$ cat config.mk
export PLATFORM = sky130hd
export DESIGN_NAME = lp_poll_seq
export DESIGN_NICKNAME = d
export VERILOG_FILES = /design/src/rtl/lps_pkg.sv /design/src/rtl/lps_map_table.sv /design/src/rtl/lps_scan_ptr.sv /design/src/rtl/lps_poll_pipe.sv /design/src/rtl/lps_grant_arb.sv /design/src/rtl/lp_poll_seq.sv
export SDC_FILE = /design/constraint.sdc
export NUM_CORES = 1
export LEC_CHECK = 0
export ABC_CLOCK_PERIOD_IN_PS = 2500
export CORE_ASPECT_RATIO = 1.25
export CORE_MARGIN = 1.5
export CORE_UTILIZATION = 50
export CTS_BUF_LIST = sky130_fd_sc_hd__clkbuf_4 sky130_fd_sc_hd__clkbuf_8
export DETAILED_ROUTE_END_ITERATION = 10
export HOLD_SLACK_MARGIN = 0.12
export PLACE_DENSITY_LB_ADDON = 0.3
export SLEW_MARGIN = 40
export SYNTH_ARGS = -nofsm -noshare
export SYNTH_HDL_FRONTEND = slang
export SYNTH_SLANG_ARGS = --single-unit
$ cat constraint.sdc
create_clock -name clk -period 2.5 [get_ports clk]
set_clock_uncertainty 0.1 [all_clocks]
set_input_delay 0.5 -clock clk [delete_from_list [all_inputs] [get_ports clk]]
set_output_delay 0.5 -clock clk [all_outputs]
set_load 0.1 [all_outputs]
$ cat src/rtl/lps_pkg.sv
package lps_pkg;

  localparam int unsigned LPS_DEF_IDS    = 64;
  localparam int unsigned LPS_DEF_PORT_W = 6;
  localparam int unsigned LPS_DEF_LAT    = 2;

  // True when the scan has reached (or passed) its upper bound.
  function automatic logic lps_at_end(input int unsigned cur, input int unsigned lim);
    return cur >= lim;
  endfunction

endpackage

$ cat src/rtl/lps_map_table.sv
module lps_map_table #(
  parameter int unsigned NUM_IDS = 64,
  parameter int unsigned ID_W    = 6,
  parameter int unsigned PORT_W  = 6
) (
  input  logic              clk,
  input  logic              rst_n,
  input  logic              wr_en,
  input  logic [ID_W-1:0]   wr_id,
  input  logic [PORT_W-1:0] wr_port,
  input  logic              wr_enable,
  input  logic [ID_W-1:0]   rd_id,
  output logic [PORT_W-1:0] rd_port,
  output logic              rd_enable
);

  logic [PORT_W-1:0] ent_port [NUM_IDS];
  logic [NUM_IDS-1:0] ent_en;

  for (genvar g = 0; g < NUM_IDS; g++) begin : g_entry
    logic [PORT_W-1:0] port_r;
    logic              en_r;
    logic              hit;

    assign hit = wr_en && (wr_id == ID_W'(g));

    always_ff @(posedge clk) begin
      if (!rst_n) begin
        port_r <= '0;
        en_r   <= 1'b0;
      end else if (hit) begin
        port_r <= wr_port;
        en_r   <= wr_enable;
      end
    end

    assign ent_port[g] = port_r;
    assign ent_en[g]   = en_r;
  end

  assign rd_port   = ent_port[rd_id];
  assign rd_enable = ent_en[rd_id];

endmodule

$ cat src/rtl/lps_scan_ptr.sv
module lps_scan_ptr #(
  parameter int unsigned ID_W = 6
) (
  input  logic            clk,
  input  logic            rst_n,
  input  logic            active,
  input  logic [ID_W-1:0] limit,
  output logic [ID_W-1:0] cur_id
);

  logic wrap;

  assign wrap = lps_pkg::lps_at_end(int'(cur_id), int'(limit));

  always_ff @(posedge clk) begin
    if (!rst_n) begin
      cur_id <= '0;
    end else if (!active) begin
      cur_id <= '0;
    end else if (wrap) begin
      cur_id <= '0;
    end else begin
      cur_id <= cur_id + ID_W'(1);
    end
  end

endmodule

$ cat src/rtl/lps_poll_pipe.sv
module lps_poll_pipe #(
  parameter int unsigned ID_W   = 6,
  parameter int unsigned PORT_W = 6,
  parameter int unsigned DEPTH  = 2
) (
  input  logic              clk,
  input  logic              rst_n,
  input  logic              active,
  input  logic [ID_W-1:0]   in_id,
  input  logic [PORT_W-1:0] in_port,
  input  logic              in_en,
  output logic              head_valid,
  output logic [PORT_W-1:0] head_port,
  output logic              head_en,
  output logic              tail_valid,
  output logic [ID_W-1:0]   tail_id,
  output logic [PORT_W-1:0] tail_port,
  output logic              tail_en
);

  logic [DEPTH-1:0]  st_vld;
  logic [DEPTH-1:0]  st_en;
  logic [ID_W-1:0]   st_id   [DEPTH];
  logic [PORT_W-1:0] st_port [DEPTH];

  for (genvar s = 0; s < DEPTH; s++) begin : g_stage
    logic              nxt_vld;
    logic              nxt_en;
    logic [ID_W-1:0]   nxt_id;
    logic [PORT_W-1:0] nxt_port;
    logic              vld_r;
    logic              en_r;
    logic [ID_W-1:0]   id_r;
    logic [PORT_W-1:0] port_r;

    if (s == 0) begin : g_first
      assign nxt_vld  = 1'b1;
      assign nxt_en   = in_en;
      assign nxt_id   = in_id;
      assign nxt_port = in_port;
    end else begin : g_next
      assign nxt_vld  = st_vld[s-1];
      assign nxt_en   = st_en[s-1];
      assign nxt_id   = st_id[s-1];
      assign nxt_port = st_port[s-1];
    end

    always_ff @(posedge clk) begin
      if (!rst_n || !active) begin
        vld_r  <= 1'b0;
        en_r   <= 1'b0;
        id_r   <= '0;
        port_r <= '0;
      end else begin
        vld_r  <= nxt_vld;
        en_r   <= nxt_en;
        id_r   <= nxt_id;
        port_r <= nxt_port;
      end
    end

    assign st_vld[s]  = vld_r;
    assign st_en[s]   = en_r;
    assign st_id[s]   = id_r;
    assign st_port[s] = port_r;
  end

  assign head_valid = st_vld[0];
  assign head_port  = st_port[0];
  assign head_en    = st_en[0];
  assign tail_valid = st_vld[DEPTH-1];
  assign tail_id    = st_id[DEPTH-1];
  assign tail_port  = st_port[DEPTH-1];
  assign tail_en    = st_en[DEPTH-1];

endmodule

$ cat src/rtl/lps_grant_arb.sv
module lps_grant_arb #(
  parameter int unsigned ID_W   = 6,
  parameter int unsigned PORT_W = 6
) (
  input  logic              clk,
  input  logic              rst_n,
  input  logic              active,
  input  logic              multi_burst_en,
  input  logic              samp_valid,
  input  logic [ID_W-1:0]   samp_id,
  input  logic [PORT_W-1:0] samp_port,
  input  logic              samp_en,
  input  logic              port_avail,
  input  logic              poll_valid,
  input  logic [PORT_W-1:0] poll_addr,
  input  logic              grant_ready,
  output logic              grant_valid,
  output logic [PORT_W-1:0] grant_port,
  output logic [ID_W-1:0]   grant_id
);

  localparam int unsigned NUM_PORTS = 1 << PORT_W;

  logic [NUM_PORTS-1:0] needs_poll;
  logic                 handoff;
  logic                 slot_free;
  logic                 repoll_ok;
  logic                 cand;

  assign handoff   = grant_valid && grant_ready;
  assign slot_free = !grant_valid || grant_ready;

  // A port just handed off (this edge or earlier) must be seen in a fresh poll.
  assign repoll_ok = multi_burst_en ||
                     (!needs_poll[samp_port] && !(handoff && (grant_port == samp_port)));

  assign cand = active && samp_valid && samp_en && port_avail && repoll_ok;

  always_ff @(posedge clk) begin
    if (!rst_n) begin
      grant_valid <= 1'b0;
      grant_port  <= '0;
      grant_id    <= '0;
    end else if (slot_free) begin
      grant_valid <= cand;
      if (cand) begin
        grant_port <= samp_port;
        grant_id   <= samp_id;
      end
    end
  end

  for (genvar p = 0; p < NUM_PORTS; p++) begin : g_port
    logic flag_r;
    always_ff @(posedge clk) begin
      if (!rst_n) begin
        flag_r <= 1'b0;
      end else if (handoff && (grant_port == PORT_W'(p))) begin
        flag_r <= 1'b1;
      end else if (poll_valid && (poll_addr == PORT_W'(p))) begin
        flag_r <= 1'b0;
      end
    end
    assign needs_poll[p] = flag_r;
  end

endmodule

$ cat src/rtl/lp_poll_seq.sv
module lp_poll_seq #(
  parameter int unsigned NUM_IDS  = lps_pkg::LPS_DEF_IDS,
  parameter int unsigned PORT_W   = lps_pkg::LPS_DEF_PORT_W,
  parameter int unsigned POLL_LAT = lps_pkg::LPS_DEF_LAT,
  localparam int unsigned ID_W    = $clog2(NUM_IDS)
) (
  input  logic              clk,
  input  logic              rst_n,
  input  logic              link_mode,
  input  logic              pkt_mode,
  input  logic [ID_W-1:0]   poll_limit,
  input  logic              multi_burst_en,
  input  logic              tbl_wr_en,
  input  logic [ID_W-1:0]   tbl_wr_id,
  input  logic [PORT_W-1:0] tbl_wr_port,
  input  logic              tbl_wr_enable,
  output logic              poll_valid,
  output logic [PORT_W-1:0] poll_addr,
  input  logic              port_avail,
  output logic              grant_valid,
  input  logic              grant_ready,
  output logic [PORT_W-1:0] grant_port,
  output logic [ID_W-1:0]   grant_id
);

  logic              active;
  logic [ID_W-1:0]   cur_id;
  logic [PORT_W-1:0] rd_port;
  logic              rd_enable;
  logic              head_valid;
  logic [PORT_W-1:0] head_port;
  logic              head_en;
  logic              tail_valid;
  logic [ID_W-1:0]   tail_id;
  logic [PORT_W-1:0] tail_port;
  logic              tail_en;

  assign active = link_mode && pkt_mode;

  lps_map_table #(.NUM_IDS(NUM_IDS), .ID_W(ID_W), .PORT_W(PORT_W)) u_table (
    .clk(clk), .rst_n(rst_n),
    .wr_en(tbl_wr_en), .wr_id(tbl_wr_id), .wr_port(tbl_wr_port), .wr_enable(tbl_wr_enable),
    .rd_id(cur_id), .rd_port(rd_port), .rd_enable(rd_enable)
  );

  lps_scan_ptr #(.ID_W(ID_W)) u_scan (
    .clk(clk), .rst_n(rst_n), .active(active), .limit(poll_limit), .cur_id(cur_id)
  );

  lps_poll_pipe #(.ID_W(ID_W), .PORT_W(PORT_W), .DEPTH(POLL_LAT)) u_pipe (
    .clk(clk), .rst_n(rst_n), .active(active),
    .in_id(cur_id), .in_port(rd_port), .in_en(rd_enable),
    .head_valid(head_valid), .head_port(head_port), .head_en(head_en),
    .tail_valid(tail_valid), .tail_id(tail_id), .tail_port(tail_port), .tail_en(tail_en)
  );

  assign poll_valid = head_valid && head_en;
  assign poll_addr  = head_port;

  lps_grant_arb #(.ID_W(ID_W), .PORT_W(PORT_W)) u_arb (
    .clk(clk), .rst_n(rst_n), .active(active), .multi_burst_en(multi_burst_en),
    .samp_valid(tail_valid), .samp_id(tail_id), .samp_port(tail_port), .samp_en(tail_en),
    .port_avail(port_avail), .poll_valid(poll_valid), .poll_addr(poll_addr),
    .grant_ready(grant_ready), .grant_valid(grant_valid),
    .grant_port(grant_port), .grant_id(grant_id)
  );

endmodule

* Word level (Yosys, flattened, before mapping)
Index checks and enable logic that the tools add are counted.
Storage, ports and cells: register bits after elaboration 559, input bits 27, output and inout bits 20, logic and storage cells 816
Cells by class: add/subtract/negate cells 1, magnitude comparators 4, equality and inequality tests 190, mux-type cells 136, bitwise operators 3, reductions and logical operators 278
Operators by type and width (number):
- $eq A6 B6 Y1 const B | 96
- $eq A6 B5 Y1 const B | 48
- $logic_and A1 B1 Y1 | 201
- $eq A6 B4 Y1 const B | 24
- $mux W1 | 131
- $reduce_bool A2 Y1 | 64
- $eq A6 B3 Y1 const B | 12
- $bmux W6 S6 | 1
- $eq A6 B2 Y1 const B | 6
- $eq A6 B1 Y1 const B | 3
- $logic_not A6 Y1 | 3
- $lt A6 B7 Y1 const B | 2
- $bmux W1 S6 | 2
- $mux W6 | 2
- $ge A7 B7 Y1 const B | 1
- $not A6 Y7 | 1
- $add A6 B1 Y6 const B | 1
- $eq A6 B6 Y1 | 1
- $ge A6 B6 Y1 | 1
- $logic_not A1 Y1 | 5
- $logic_or A1 B1 Y1 | 3
- $reduce_or A3 Y1 | 1
- $not A1 Y1 | 2
- $reduce_and A2 Y1 | 1

* Longest topological paths before layout
Gate-level depths: netlist of the first run.
word-level depth 7, mapped depth 12, depth with buffers taken out 9

* Hierarchy
From an unflattened synthesis of the first run, not the netlist that was laid out.
Second synthesis, totals: cells, all modules 2789, area, all modules 26266.4 µm²
Modules (own cells, without submodules):
- lps_map_table | instances 1, cells each 2192, area an instance 21066.5 µm², seq. area each 8968.6 µm²
- lps_grant_arb | instances 1, cells each 492, area an instance 4015.1 µm², seq. area each 1541.5 µm²
- lps_poll_pipe | instances 1, cells each 60, area an instance 779.5 µm², seq. area each 560.5 µm²
- lps_scan_ptr | instances 1, cells each 43, area an instance 392.9 µm², seq. area each 120.1 µm²
- lp_poll_seq | instances 1, cells each 2, area an instance 12.5 µm², seq. area each 0.0 µm²

* Worst setup path after synthesis of the first run
OpenSTA, ideal clock, no wires.
path kind reg2reg, start register u_scan.cur_id[2], end register u_pipe.g_stage[0].port_r[0] (netlist: u_pipe.head_port[0]), setup time 0.115 ns, arrival time 2.522 ns, required time 2.285 ns, path slack -0.237 ns, stages on the path, launching flop included 8, path buffers 3, period minus slack after synthesis 2.737 ns, cell sequence dfxtp_1 -> clkbuf_1 -> buf_1 -> clkbuf_1 -> mux4_2 -> mux4_2 -> mux4_2 -> and2_1
Between the ends: word-level cells in the longest chain between the ends 4
Ends and longest elaborated chain:
- start: declaration | line lps_scan_ptr.sv:8 | output logic [ID_W-1:0] cur_id
- start signal: assignment | line lps_scan_ptr.sv:23 | cur_id <= cur_id + ID_W'(1);
- $not A6 Y7 (implied by the code) | line lps_map_table.sv:41 | assign rd_port = ent_port[rd_id];
- $bmux W6 S6 | line lps_map_table.sv:41
- $mux W6 (implied by the code) (2 in a row) | line lps_map_table.sv:41
- end signal: assignment | line lps_poll_pipe.sv:58 | port_r <= nxt_port;
- end: declaration | line lps_poll_pipe.sv:34 | logic [PORT_W-1:0] port_r;
Every way passes these cells. The select of a mux whose other input is x is not followed. A chain may end at the register's enable or synchronous reset.

* Final worst setup path of the first run
start register u_scan.cur_id[0], end register u_pipe.g_stage[0].port_r[5] (netlist: u_pipe.head_port[5])
The elaborated chain is that of the path after synthesis.

==> results of run 1 <==
power breakdown:
group | switching, mW | internal, mW | leakage [nW]
Clock | 3.76 | 4.87 | 1.05
Sequential | 0.0215 | 8.94 | 4.51
Combinational | 0.572 | 0.407 | 4.09
area by class of cell:
cell class                      count  area, um^2  share of cell area
Antenna cell                        1        2.50           0.0000829
Clock buffer                      136        1740              0.0576
Clock inverter                     23         238             0.00787
Inverter                           10        37.5             0.00124
Multi-Input combinational cell   1849       13700               0.454
Sequential cell                   559       11200               0.371
Tap cell                          658         823              0.0273
Timing Repair Buffer              234        2430              0.0806
cells by family (layout without fill, tap and decap cells):
logic type | Yosys count | in the layout
AOI/OAI and AO/OA | 450 | 450
buffers and inverters | 261 | 403
adders and majority gates | 7 | 7
xor gates and xnor gates | 10 | 10
muxes | 320 | 320
and+or+nand+nor | 1062 | 1062
other | 0 | 1
DFF | 559 | 559
routing by layer:
metal  wire length, um  track usage  vias to the layer above
met5                 0            0                        -
met4              3800        0.156                        0
met3              4550       0.0445                      193
met2             36800        0.475                      826
met1             29500        0.339                    10198
li1                  -            -                     9498
sequential cells by signal, summed over array words and instances (netlist names):
| name | count |
|---|---|
| u_table.g_entry.port_r | 384 |
| u_arb.g_port.flag_r | 64 |
| u_table.g_entry.en_r | 64 |
| u_arb.grant_id | 6 |
| u_arb.grant_port | 6 |
| u_pipe.g_stage.id_r | 6 |
| u_pipe.head_port | 6 |
| u_pipe.tail_id | 6 |
| u_pipe.tail_port | 6 |
| u_scan.cur_id | 6 |
| u_arb.grant_valid | 1 |
| u_pipe.head_en | 1 |
| u_pipe.head_valid | 1 |
| u_pipe.tail_en | 1 |
| u_pipe.tail_valid | 1 |
Yosys cell counts (all sizes together) (17+ instances only):
library cell | number | area share
mux2i | 158 | 0.061
buf | 51 | 0.0098
nor2b | 148 | 0.036
a21boi | 372 | 0.11
nor2 | 50 | 0.0073
nand3 | 320 | 0.062
nand2 | 464 | 0.068
nor3 | 17 | 0.0035
dfxtp | 559 | 0.43
and2 | 27 | 0.0065
o21ai | 64 | 0.012
clkbuf | 200 | 0.029
mux4 | 160 | 0.14
repair_timing:
item,CTS,global route
pin swaps,8,5
endpoints found under the setup margin,25,25
buffers inserted,6,7
endpoints found under the hold margin,33,0
resized for setup,17,24
cloned,5,1
hold buffers,1,0
tightest hold or removal path, cell delays in order:
cell	delay (ps)
buf_2	250
nand3_1	120
a21boi_0	70
how the worst min path moves through the flow:
stage	endpoint	cells after the start	slack [ps]
floorplan	u_pipe.tail_id[0]$_SDFF_PN0_	1	310
global placement	u_pipe.tail_id[1]$_SDFF_PN0_	1	320
detailed placement	u_pipe.tail_id[3]$_SDFF_PN0_	1	320
CTS	u_table.g_entry[28].port_r[4]$_SDFFE_PN0P_	3	160
global route	u_table.g_entry[56].port_r[4]$_SDFFE_PN0P_	3	200
finish	u_table.g_entry[28].port_r[4]$_SDFFE_PN0P_	3	210
==> results.py, run 1 <==
metrics = {
    "run_status": {
        "status": "complete, but fails checks",
        "failed_checks": "setup timing",
    },
    "clock_network": {
        "cts.clk_slew.worst_paths_ps": 60,
        "cts-buffers-inserted": 90,
        "clock_tree.htree_level_count": 3,
        "tritoncts_num_sinks": 559,
        "clock_tree.root_cell": "clkbuf_8",
        "tritoncts": "done",
        "cts_buffer_depth": 3,
        "clk_latency_ps": 690,
    },
    "yosys": {
        "synthesis.instances": 2669,
        "seq_area_frac_synth": 0.434,
        "ys.warnings.count": 0,
        "synth_xor_area_frac": 0.00340,
        "yosysUniqueCellTypes": 41,
        "synth-adder-area-share": 0.00340,
        "synth_compound_area_frac": 0.125,
        "synth_simple_gate_area_frac": 0.192,
        "synth-main-ff-cell": "dfxtp_1",
        "mappedNetlistNets": 2703,
        "synthesis.area_per_instance_um2": 9.66,
        "largest_family_of_logic_cells_by_synthesized_area": "multiplexers",
        "ys_async_rst_share": 0,
        "mappedNetlistArea_um2": 25800,
        "synth_enable_flop_cells": 0,
        "ys_seq_elements": 559,
        "yosys-mux-area-fraction": 0.202,
    },
    "global_routing": {
        "grt_remaining_overflow": 0,
        "antenna_found_initial": 1,
        "grt_start_max_net_pins": 184,
        "global_route.usage.total": 0.281,
        "first_pass_grt_wire_length_mm": 116,
        "first_global_vias": 20824,
    },
    "final_layout": {
        "layout-area-overhead-vs-synth_pct": 17.1,
        "postLayoutCoreUtil": 0.596,
        "design.final.nets": 2778,
        "filler_cell_count": 4148,
        "post_layout_nonfiller_instances": 3470,
        "postLayoutCellArea_um2": 30200,
        "final_cell_mix": "549 x dfxtp_1, 463 x nand2_1, 372 x a21boi_0",
        "drive_gt1_frac": 0.208,
        "layout_commonest_cell": "dfxtp_1",
    },
    "worst_setup_path": {
        "required_ps": 2970,
        "timing.critical_path.from": "u_scan.cur_id[0]$_SDFF_PP0_",
        "timing.critical_path.to_type": "register",
        "critical-path-max-stage-delay_ps": 530,
        "timing.critical_path.to": "u_pipe.head_port[5]$_SDFF_PN0_",
        "crit_arrival_ps": 3120,
        "path_buf_inv": 3,
        "worstRegToRegCells": 7,
        "critical-path-slowest-cell": "mux4_2",
        "timing.critical_path.max_delay_family": "multiplexers",
        "startpoint_type_of_the_worst_setup_path": "register",
        "cell_chain_of_the_critical_path": "buf_12, buf_6, buf_6, mux4_2, mux4_2, mux4_2, and2_4",
        "criticalPathCategory": "reg -> reg",
        "reg2reg_setup_slack_ps": -150,
        "dominant_cell_type_by_count_on_the_critical_path": "mux4_2",
        "worstReg2RegEnd": "u_pipe.head_port[5]$_SDFF_PN0_",
        "cp_max_fo": 7,
        "r2r-start": "u_scan.cur_id[0]$_SDFF_PP0_",
        "timing.critical_path.depth": 7,
    },
    "routing": {
        "route.final.wire_length_mm": 74.6,
        "drt_drc_violations_left": 0,
        "post_drt_wl_per_cell_um": 21.5,
        "final_antenna_net_count": 0,
        "dr_total_vias": 20715,
        "detail_route.iter0.violations": 1914,
        "detailedRoute.firstPassIterationCount": 5,
        "viasPerCell": 5.97,
    },
    "die": {
        "die_area_um2": 53000,
        "die_y_um": 257,
        "core_area_um2": 50600,
        "std_cell_rows": 92,
        "die_width_um": 206,
        "top_level_ports": 47,
        "start_util": 0.509,
    },
    "power_and_ir_drop": {
        "finalPower_mw": 18.6,
        "irDropWorstVdd_v": 0.000498,
        "leak_pwr_nw": 9.65,
        "power_density_nw_per_um2": 615,
    },
    "placed_design": {
        "numPortBuffers": 46,
        "worst_setup_slack_post_dpl_ps": -184,
        "dp.final_hpwl_mm": 49.1,
        "gpl.final_weighted_congestion": 0.895,
        "cell_count_after_placement": 3292,
        "placed_inst_area_um2": 27800,
    },
    "sta": {
        "timing.max_slew.rel_slack": 0.509,
        "worst_slack_ps": -150,
        "grt_setup_unrepaired": "true",
        "holdWs_ps": 212,
        "timing.final.crit_period_ps": 2650,
        "finalMaxSlewViolations": 0,
        "worstMarginPinSlew_ps": 736,
        "finalHoldViolCount": 0,
        "finalSetupViolations": 21,
        "timing.fmax_ghz": 0.377,
        "fraction_of_the_cycle_the_final_worst_path_needs": 1.06,
        "finalSetupTns_ps": -2270,
    },
    "worst_hold_path": {
        "worst_hold_check_path_type": "in -> reg",
        "min-delay-start": "tbl_wr_port[4]",
    },
    "job": {
        "max-cap-violations": 0,
    },
}
Note: power is estimated with default switching activity, not from simulation.
==> inputs of run 2 (changes only) <==
--- a/config.mk
+++ b/config.mk
@@ -12,6 +12,7 @@
 export CTS_BUF_LIST = sky130_fd_sc_hd__clkbuf_4 sky130_fd_sc_hd__clkbuf_8
 export DETAILED_ROUTE_END_ITERATION = 10
 export HOLD_SLACK_MARGIN = 0.12
+export MAX_ROUTING_LAYER = met4
 export PLACE_DENSITY_LB_ADDON = 0.3
 export SLEW_MARGIN = 40
 export SYNTH_ARGS = -nofsm -noshare
==> results.py, run 2 (synthesis gave the netlist of run 1 again) <==
metrics = {
    "worst_setup_path": {
        "criticalPathCategory": "reg -> reg",
        "worstRegToRegCells": 6,
        "critical-path-max-stage-delay_ps": 530,
        "cp_max_fo": 12,
        "reg2reg_setup_slack_ps": -190,
        "timing.critical_path.to_type": "register",
        "cell_chain_of_the_critical_path": "buf_12, buf_12, mux4_2, mux4_2, mux4_2, and2_4",
        "required_ps": 2970,
        "path_buf_inv": 2,
        "timing.critical_path.max_delay_family": "multiplexers",
        "r2r-start": "u_scan.cur_id[0]$_SDFF_PP0_",
        "worstReg2RegEnd": "u_pipe.head_en$_SDFF_PN0_",
        "crit_arrival_ps": 3160,
        "startpoint_type_of_the_worst_setup_path": "register",
        "dominant_cell_type_by_count_on_the_critical_path": "mux4_2",
        "critical-path-slowest-cell": "mux4_2",
    },
    "global_routing": {
        "grt_remaining_overflow": 0,
        "first_global_vias": 20937,
        "first_pass_grt_wire_length_mm": 119,
        "antenna_found_initial": 2,
        "global_route.usage.total": 0.296,
        "grt_start_max_net_pins": 129,
    },
    "clock_network": {
        "clk_latency_ps": 690,
        "cts.clk_slew.worst_paths_ps": 70,
        "tritoncts": "done",
        "cts_buffer_depth": 3,
        "cts-buffers-inserted": 91,
        "clock_tree.htree_level_count": 3,
        "tritoncts_num_sinks": 559,
        "clock_tree.root_cell": "clkbuf_8",
    },
    "power_and_ir_drop": {
        "clkPwrFrac": 0.478,
        "power_density_nw_per_um2": 627,
        "irDropWorstVdd_v": 0.000450,
        "finalPower_mw": 19.0,
        "leak_pwr_nw": 9.74,
        "pwr-share-comb": 0.051,
        "switching_share_of_power": 0.233,
        "internal_power_mw": 14.6,
        "power.net_switching_mw": 4.45,
        "share_seq_of_total_power": 0.470,
    },
    "sta": {
        "fraction_of_the_cycle_the_final_worst_path_needs": 1.07,
        "worst_slack_ps": -187,
        "grt_setup_unrepaired": "true",
        "timing.fmax_ghz": 0.372,
        "worstMarginPinSlew_ps": 720,
        "timing.final.crit_period_ps": 2690,
        "timing.max_slew.rel_slack": 0.520,
        "finalHoldViolCount": 0,
        "finalSetupViolations": 19,
        "finalSetupTns_ps": -1940,
        "holdWs_ps": 184,
        "finalMaxSlewViolations": 0,
    },
    "routing": {
        "detail_route.iter0.violations": 2103,
        "route.final.wire_length_mm": 75.4,
        "final_antenna_net_count": 0,
        "dr_total_vias": 20959,
        "detailedRoute.firstPassIterationCount": 6,
        "viasPerCell": 6.01,
        "post_drt_wl_per_cell_um": 21.6,
        "drt_drc_violations_left": 0,
    },
    "final_layout": {
        "largest_register_ff_count": 384,
        "design.final.nets": 2784,
        "layout-area-overhead-vs-synth_pct": 17.8,
        "layout_commonest_cell": "dfxtp_1",
        "top_register": "u_table.g_entry.port_r",
        "largest_registers": "u_table.g_entry.port_r: 384 flops, u_arb.g_port.flag_r: 64 flops, u_table.g_entry.en_r: 64 flops",
        "final_cell_mix": "548 x dfxtp_1, 464 x nand2_1, 372 x a21boi_0",
        "postLayoutCellArea_um2": 30400,
        "drive_gt1_frac": 0.212,
    },
    "placed_design": {
        "worst_setup_slack_post_dpl_ps": -198,
        "dp.final_hpwl_mm": 50.6,
        "placed_inst_area_um2": 28000,
        "numPortBuffers": 46,
        "gpl.final_weighted_congestion": 0.936,
    },
    "die": {
        "die_y_um": 257,
        "die_width_um": 206,
        "start_util": 0.509,
        "core_area_um2": 50600,
        "die_area_um2": 53000,
        "top_level_ports": 47,
        "std_cell_rows": 92,
    },
    "job": {
        "max-cap-violations": 0,
    },
    "worst_hold_path": {
        "min_path_cells": 3,
        "whs_endpoint": "u_table.g_entry[19].port_r[5]$_SDFFE_PN0P_",
        "worst_hold_check_path_type": "in -> reg",
        "min-delay-start": "tbl_wr_port[5]",
    },
    "run_status": {
        "status": "complete, but fails checks",
        "failed_checks": "setup timing",
    },
}
-- run 2: power groups by stage --
stage	clock network [mW]	registers [mW]	logic [mW]
5_1_grt	9.63	8.95	1.03
2_1_floorplan	0	9.15	0.567
4_1_cts	9.24	8.96	0.966
3_5_place_dp	0	9.16	0.952
6_report	9.11	8.96	0.977
3_3_place_gp	0	9.15	0.940
-- run 2: final cells by class --
cell class,count,area [um^2]
Timing Repair Buffer,239,2440
Sequential cell,559,11200
Multi-Input combinational cell,1849,13700
Clock buffer,142,1850
Antenna cell,3,7.51
Inverter,10,37.5
Fill cell,4218,20300
Clock inverter,26,278
Tap cell,658,823
-- run 2: through the flow --
stage | util | std cells
2_1_floorplan | - | 2669
3_3_place_gp | 0.552 | 3301
3_5_place_dp | 0.552 | 3301
4_1_cts | 0.599 | 3482
5_1_grt | 0.600 | 3486
6_report | 0.600 | 3486
-- run 2: repair_timing --
| action | in CTS | in global routing |
|---|---|---|
| hold buffers | 1 | 0 |
| gates cloned | 2 | 0 |
| resized for setup | 21 | 11 |
| buffers inserted | 10 | 2 |
| endpoints found under the hold margin | 42 | 0 |
| endpoints found under the setup margin | 24 | 25 |
| pin swaps | 7 | 2 |
-- run 2: how the worst max path moves through the flow --
| stage | slack (ps) | to | cells past startpoint | from |
|---|---|---|---|---|
| after detailed placement | -200 | u_pipe.head_port[4]$_SDFF_PN0_ | 6 | u_scan.cur_id[0]$_SDFF_PP0_ |
| after floorplan | -3 | u_pipe.head_port[2]$_SDFF_PN0_ | 7 | u_scan.cur_id[0]$_SDFF_PP0_ |
| after global routing | -240 | u_pipe.head_en$_SDFF_PN0_ | 6 | u_scan.cur_id[0]$_SDFF_PP0_ |
| final | -190 | u_pipe.head_en$_SDFF_PN0_ | 6 | u_scan.cur_id[0]$_SDFF_PP0_ |
| after CTS | -170 | u_pipe.head_port[4]$_SDFF_PN0_ | 6 | u_scan.cur_id[0]$_SDFF_PP0_ |
| after global placement | -200 | u_scan.cur_id[3]$_SDFF_PP0_ | 9 | poll_limit[0] |
-- run 2: worst min-delay path: stages --
cell and delay, ps:
buf_2 240, nand3_1 110, a21boi_0 70
-- run 2: routing by layer --
| layer | track usage | routed length, um | up-vias |
|---|---|---|---|
| met2 | 0.479 | 36600 | 925 |
| met3 | 0.0445 | 5220 | 230 |
| met1 | 0.349 | 29200 | 10269 |
| met5 | - | 0 | - |
| li1 | - | - | 9535 |
| met4 | 0.169 | 4310 | 0 |
==> inputs of run 3 (changes only) <==
--- a/config.mk
+++ b/config.mk
@@ -8,7 +8,7 @@
 export ABC_CLOCK_PERIOD_IN_PS = 2500
 export CORE_ASPECT_RATIO = 1.25
 export CORE_MARGIN = 1.5
-export CORE_UTILIZATION = 50
+export CORE_UTILIZATION = 38
 export CTS_BUF_LIST = sky130_fd_sc_hd__clkbuf_4 sky130_fd_sc_hd__clkbuf_8
 export DETAILED_ROUTE_END_ITERATION = 10
 export HOLD_SLACK_MARGIN = 0.12
==> results.py, run 3 (synthesis gave the netlist of run 1 again) <==
metrics = {
    "run_status": {
        "status": "complete, but fails checks",
        "failed_checks": "setup timing",
    },
    "sta": {
        "grt_setup_unrepaired": "true",
        "worstMarginPinSlew_ps": 710,
        "holdWs_ps": 217,
        "worst_slack_ps": -168,
        "finalSetupViolations": 17,
        "finalHoldViolCount": 0,
        "timing.fmax_ghz": 0.375,
        "fraction_of_the_cycle_the_final_worst_path_needs": 1.07,
        "timing.final.crit_period_ps": 2670,
        "timing.max_slew.rel_slack": 0.525,
        "finalMaxSlewViolations": 0,
    },
    "worst_setup_path": {
        "critical-path-slowest-cell": "mux4_2",
        "required_ps": 2980,
        "crit_arrival_ps": 3150,
        "critical-path-max-stage-delay_ps": 570,
        "cp_max_fo": 6,
        "cell_chain_of_the_critical_path": "buf_12, buf_12, mux4_2, mux4_2, mux4_2, and2_4",
        "criticalPathCategory": "reg -> reg",
        "timing.critical_path.to_type": "register",
        "dominant_cell_type_by_count_on_the_critical_path": "mux4_2",
        "startpoint_type_of_the_worst_setup_path": "register",
    },
    "final_layout": {
        "layout_commonest_cell": "dfxtp_1",
        "largest_registers": "u_table.g_entry.port_r: 384 flops, u_arb.g_port.flag_r: 64 flops, u_table.g_entry.en_r: 64 flops",
        "largest_register_ff_count": 384,
        "design.final.nets": 2756,
        "top_register": "u_table.g_entry.port_r",
        "final_cell_mix": "549 x dfxtp_1, 464 x nand2_1, 372 x a21boi_0",
        "layout-area-overhead-vs-synth_pct": 17.4,
        "drive_gt1_frac": 0.200,
    },
    "routing": {
        "detailedRoute.firstPassIterationCount": 7,
        "detail_route.iter0.violations": 1728,
        "drt_drc_violations_left": 0,
        "route.final.wire_length_mm": 77.6,
        "viasPerCell": 5.61,
        "dr_total_vias": 20498,
        "final_antenna_net_count": 0,
        "post_drt_wl_per_cell_um": 21.2,
    },
    "power_and_ir_drop": {
        "finalPower_mw": 18.3,
        "power_density_nw_per_um2": 605,
        "irDropWorstVdd_v": 0.000317,
        "leak_pwr_nw": 9.51,
    },
    "global_routing": {
        "global_route.usage.total": 0.228,
        "grt_start_max_net_pins": 195,
        "antenna_found_initial": 2,
        "first_global_vias": 20242,
        "first_pass_grt_wire_length_mm": 120,
        "grt_remaining_overflow": 0,
    },
    "die": {
        "die_y_um": 294,
        "start_util": 0.385,
        "die_width_um": 236,
        "top_level_ports": 47,
        "die_area_um2": 69400,
        "std_cell_rows": 106,
        "core_area_um2": 67000,
    },
    "placed_design": {
        "numPortBuffers": 46,
        "dp.final_hpwl_mm": 50.7,
        "gpl.final_weighted_congestion": 0.865,
        "worst_setup_slack_post_dpl_ps": -188,
    },
    "clock_network": {
        "cts.clk_slew.worst_paths_ps": 60,
        "tritoncts_num_sinks": 559,
        "clock_tree.htree_level_count": 3,
        "cts-buffers-inserted": 92,
        "clock_tree.root_cell": "clkbuf_8",
        "tritoncts": "done",
        "cts_buffer_depth": 3,
        "clk_latency_ps": 680,
    },
    "job": {
        "max-cap-violations": 0,
    },
    "worst_hold_path": {
        "worst_hold_check_path_type": "in -> reg",
    },
}
==> run 3: repair_timing <==
| item | in CTS | in global routing |
|---|---|---|
| endpoints found under the setup margin | 25 | 25 |
| gates cloned | 5 | 4 |
| pin swaps | 5 | 4 |
| buffers inserted | 8 | 3 |
| gates resized for setup | 20 | 13 |
| hold buffers | 1 | 0 |
| hold endpoints to repair | 39 | 0 |
==> run 3: worst paths after layout <==
path                                             start                                    endpoint  slack (ps)  cells after the start
setup / recovery           u_scan.cur_id[0]$_SDFF_PP0_              u_pipe.head_port[0]$_SDFF_PN0_        -170                      6
hold / removal                          tbl_wr_port[5]  u_table.g_entry[44].port_r[5]$_SDFFE_PN0P_         220                      3
setup reg to reg           u_scan.cur_id[0]$_SDFF_PP0_              u_pipe.head_port[0]$_SDFF_PN0_        -170                      6
hold reg to reg   u_pipe.g_stage[0].id_r[1]$_SDFF_PN0_                u_pipe.tail_id[1]$_SDFF_PN0_         330                      1
==> run 3: cell type report <==
| type | instances | area [um^2] |
|---|---|---|
| Multi-Input combinational cell | 1849 | 13700 |
| Inverter | 10 | 37.5 |
| Sequential cell | 559 | 11200 |
| Timing Repair Buffer | 210 | 2350 |
| Clock buffer | 149 | 1820 |
| Clock inverter | 12 | 93.8 |
| Tap cell | 864 | 1080 |
| Fill cell | 6207 | 36700 |
| Antenna cell | 2 | 5.00 |
==> run 3: per-layer routing <==
metal	global-route usage	up-vias	wire, um
li1	-	9498	-
met1	0.278	10079	32100
met2	0.380	744	38200
met3	0.0286	177	4370
met4	0.0990	0	2910
met5	-	-	0
==> run 3: stage by stage <==
step	cells	utilization	instance area, um^2	TNS, ps
after detailed placement	3473	0.417	28000	-2590
final	3655	0.452	30300	-1150
after floorplan	2669	-	25900	-8.56
after global routing	3655	0.452	30300	-3550
after CTS	3648	0.450	30200	-1610
after global placement	3473	0.417	28000	-2340
==> run 3: worst max-delay path: cells and delay by family, from the launching register on <==
| family | cells | cell delay [ps] |
|---|---|---|
| simple gates | 1 | 160 |
| buf+inv | 2 | 300 |
| mux | 3 | 1580 |
| flops | 1 | 410 |
==> run 3: report_power, final <==
part / leakage [nW] / switching (mW) / internal [mW] / total [mW]
registers: 4.51 / 0.0230 / 8.94 / 8.96
logic: 3.99 / 0.584 / 0.409 / 0.993
clock network: 1.01 / 3.75 / 4.60 / 8.35
total: 9.51 / 4.35 / 13.9 / 18.3
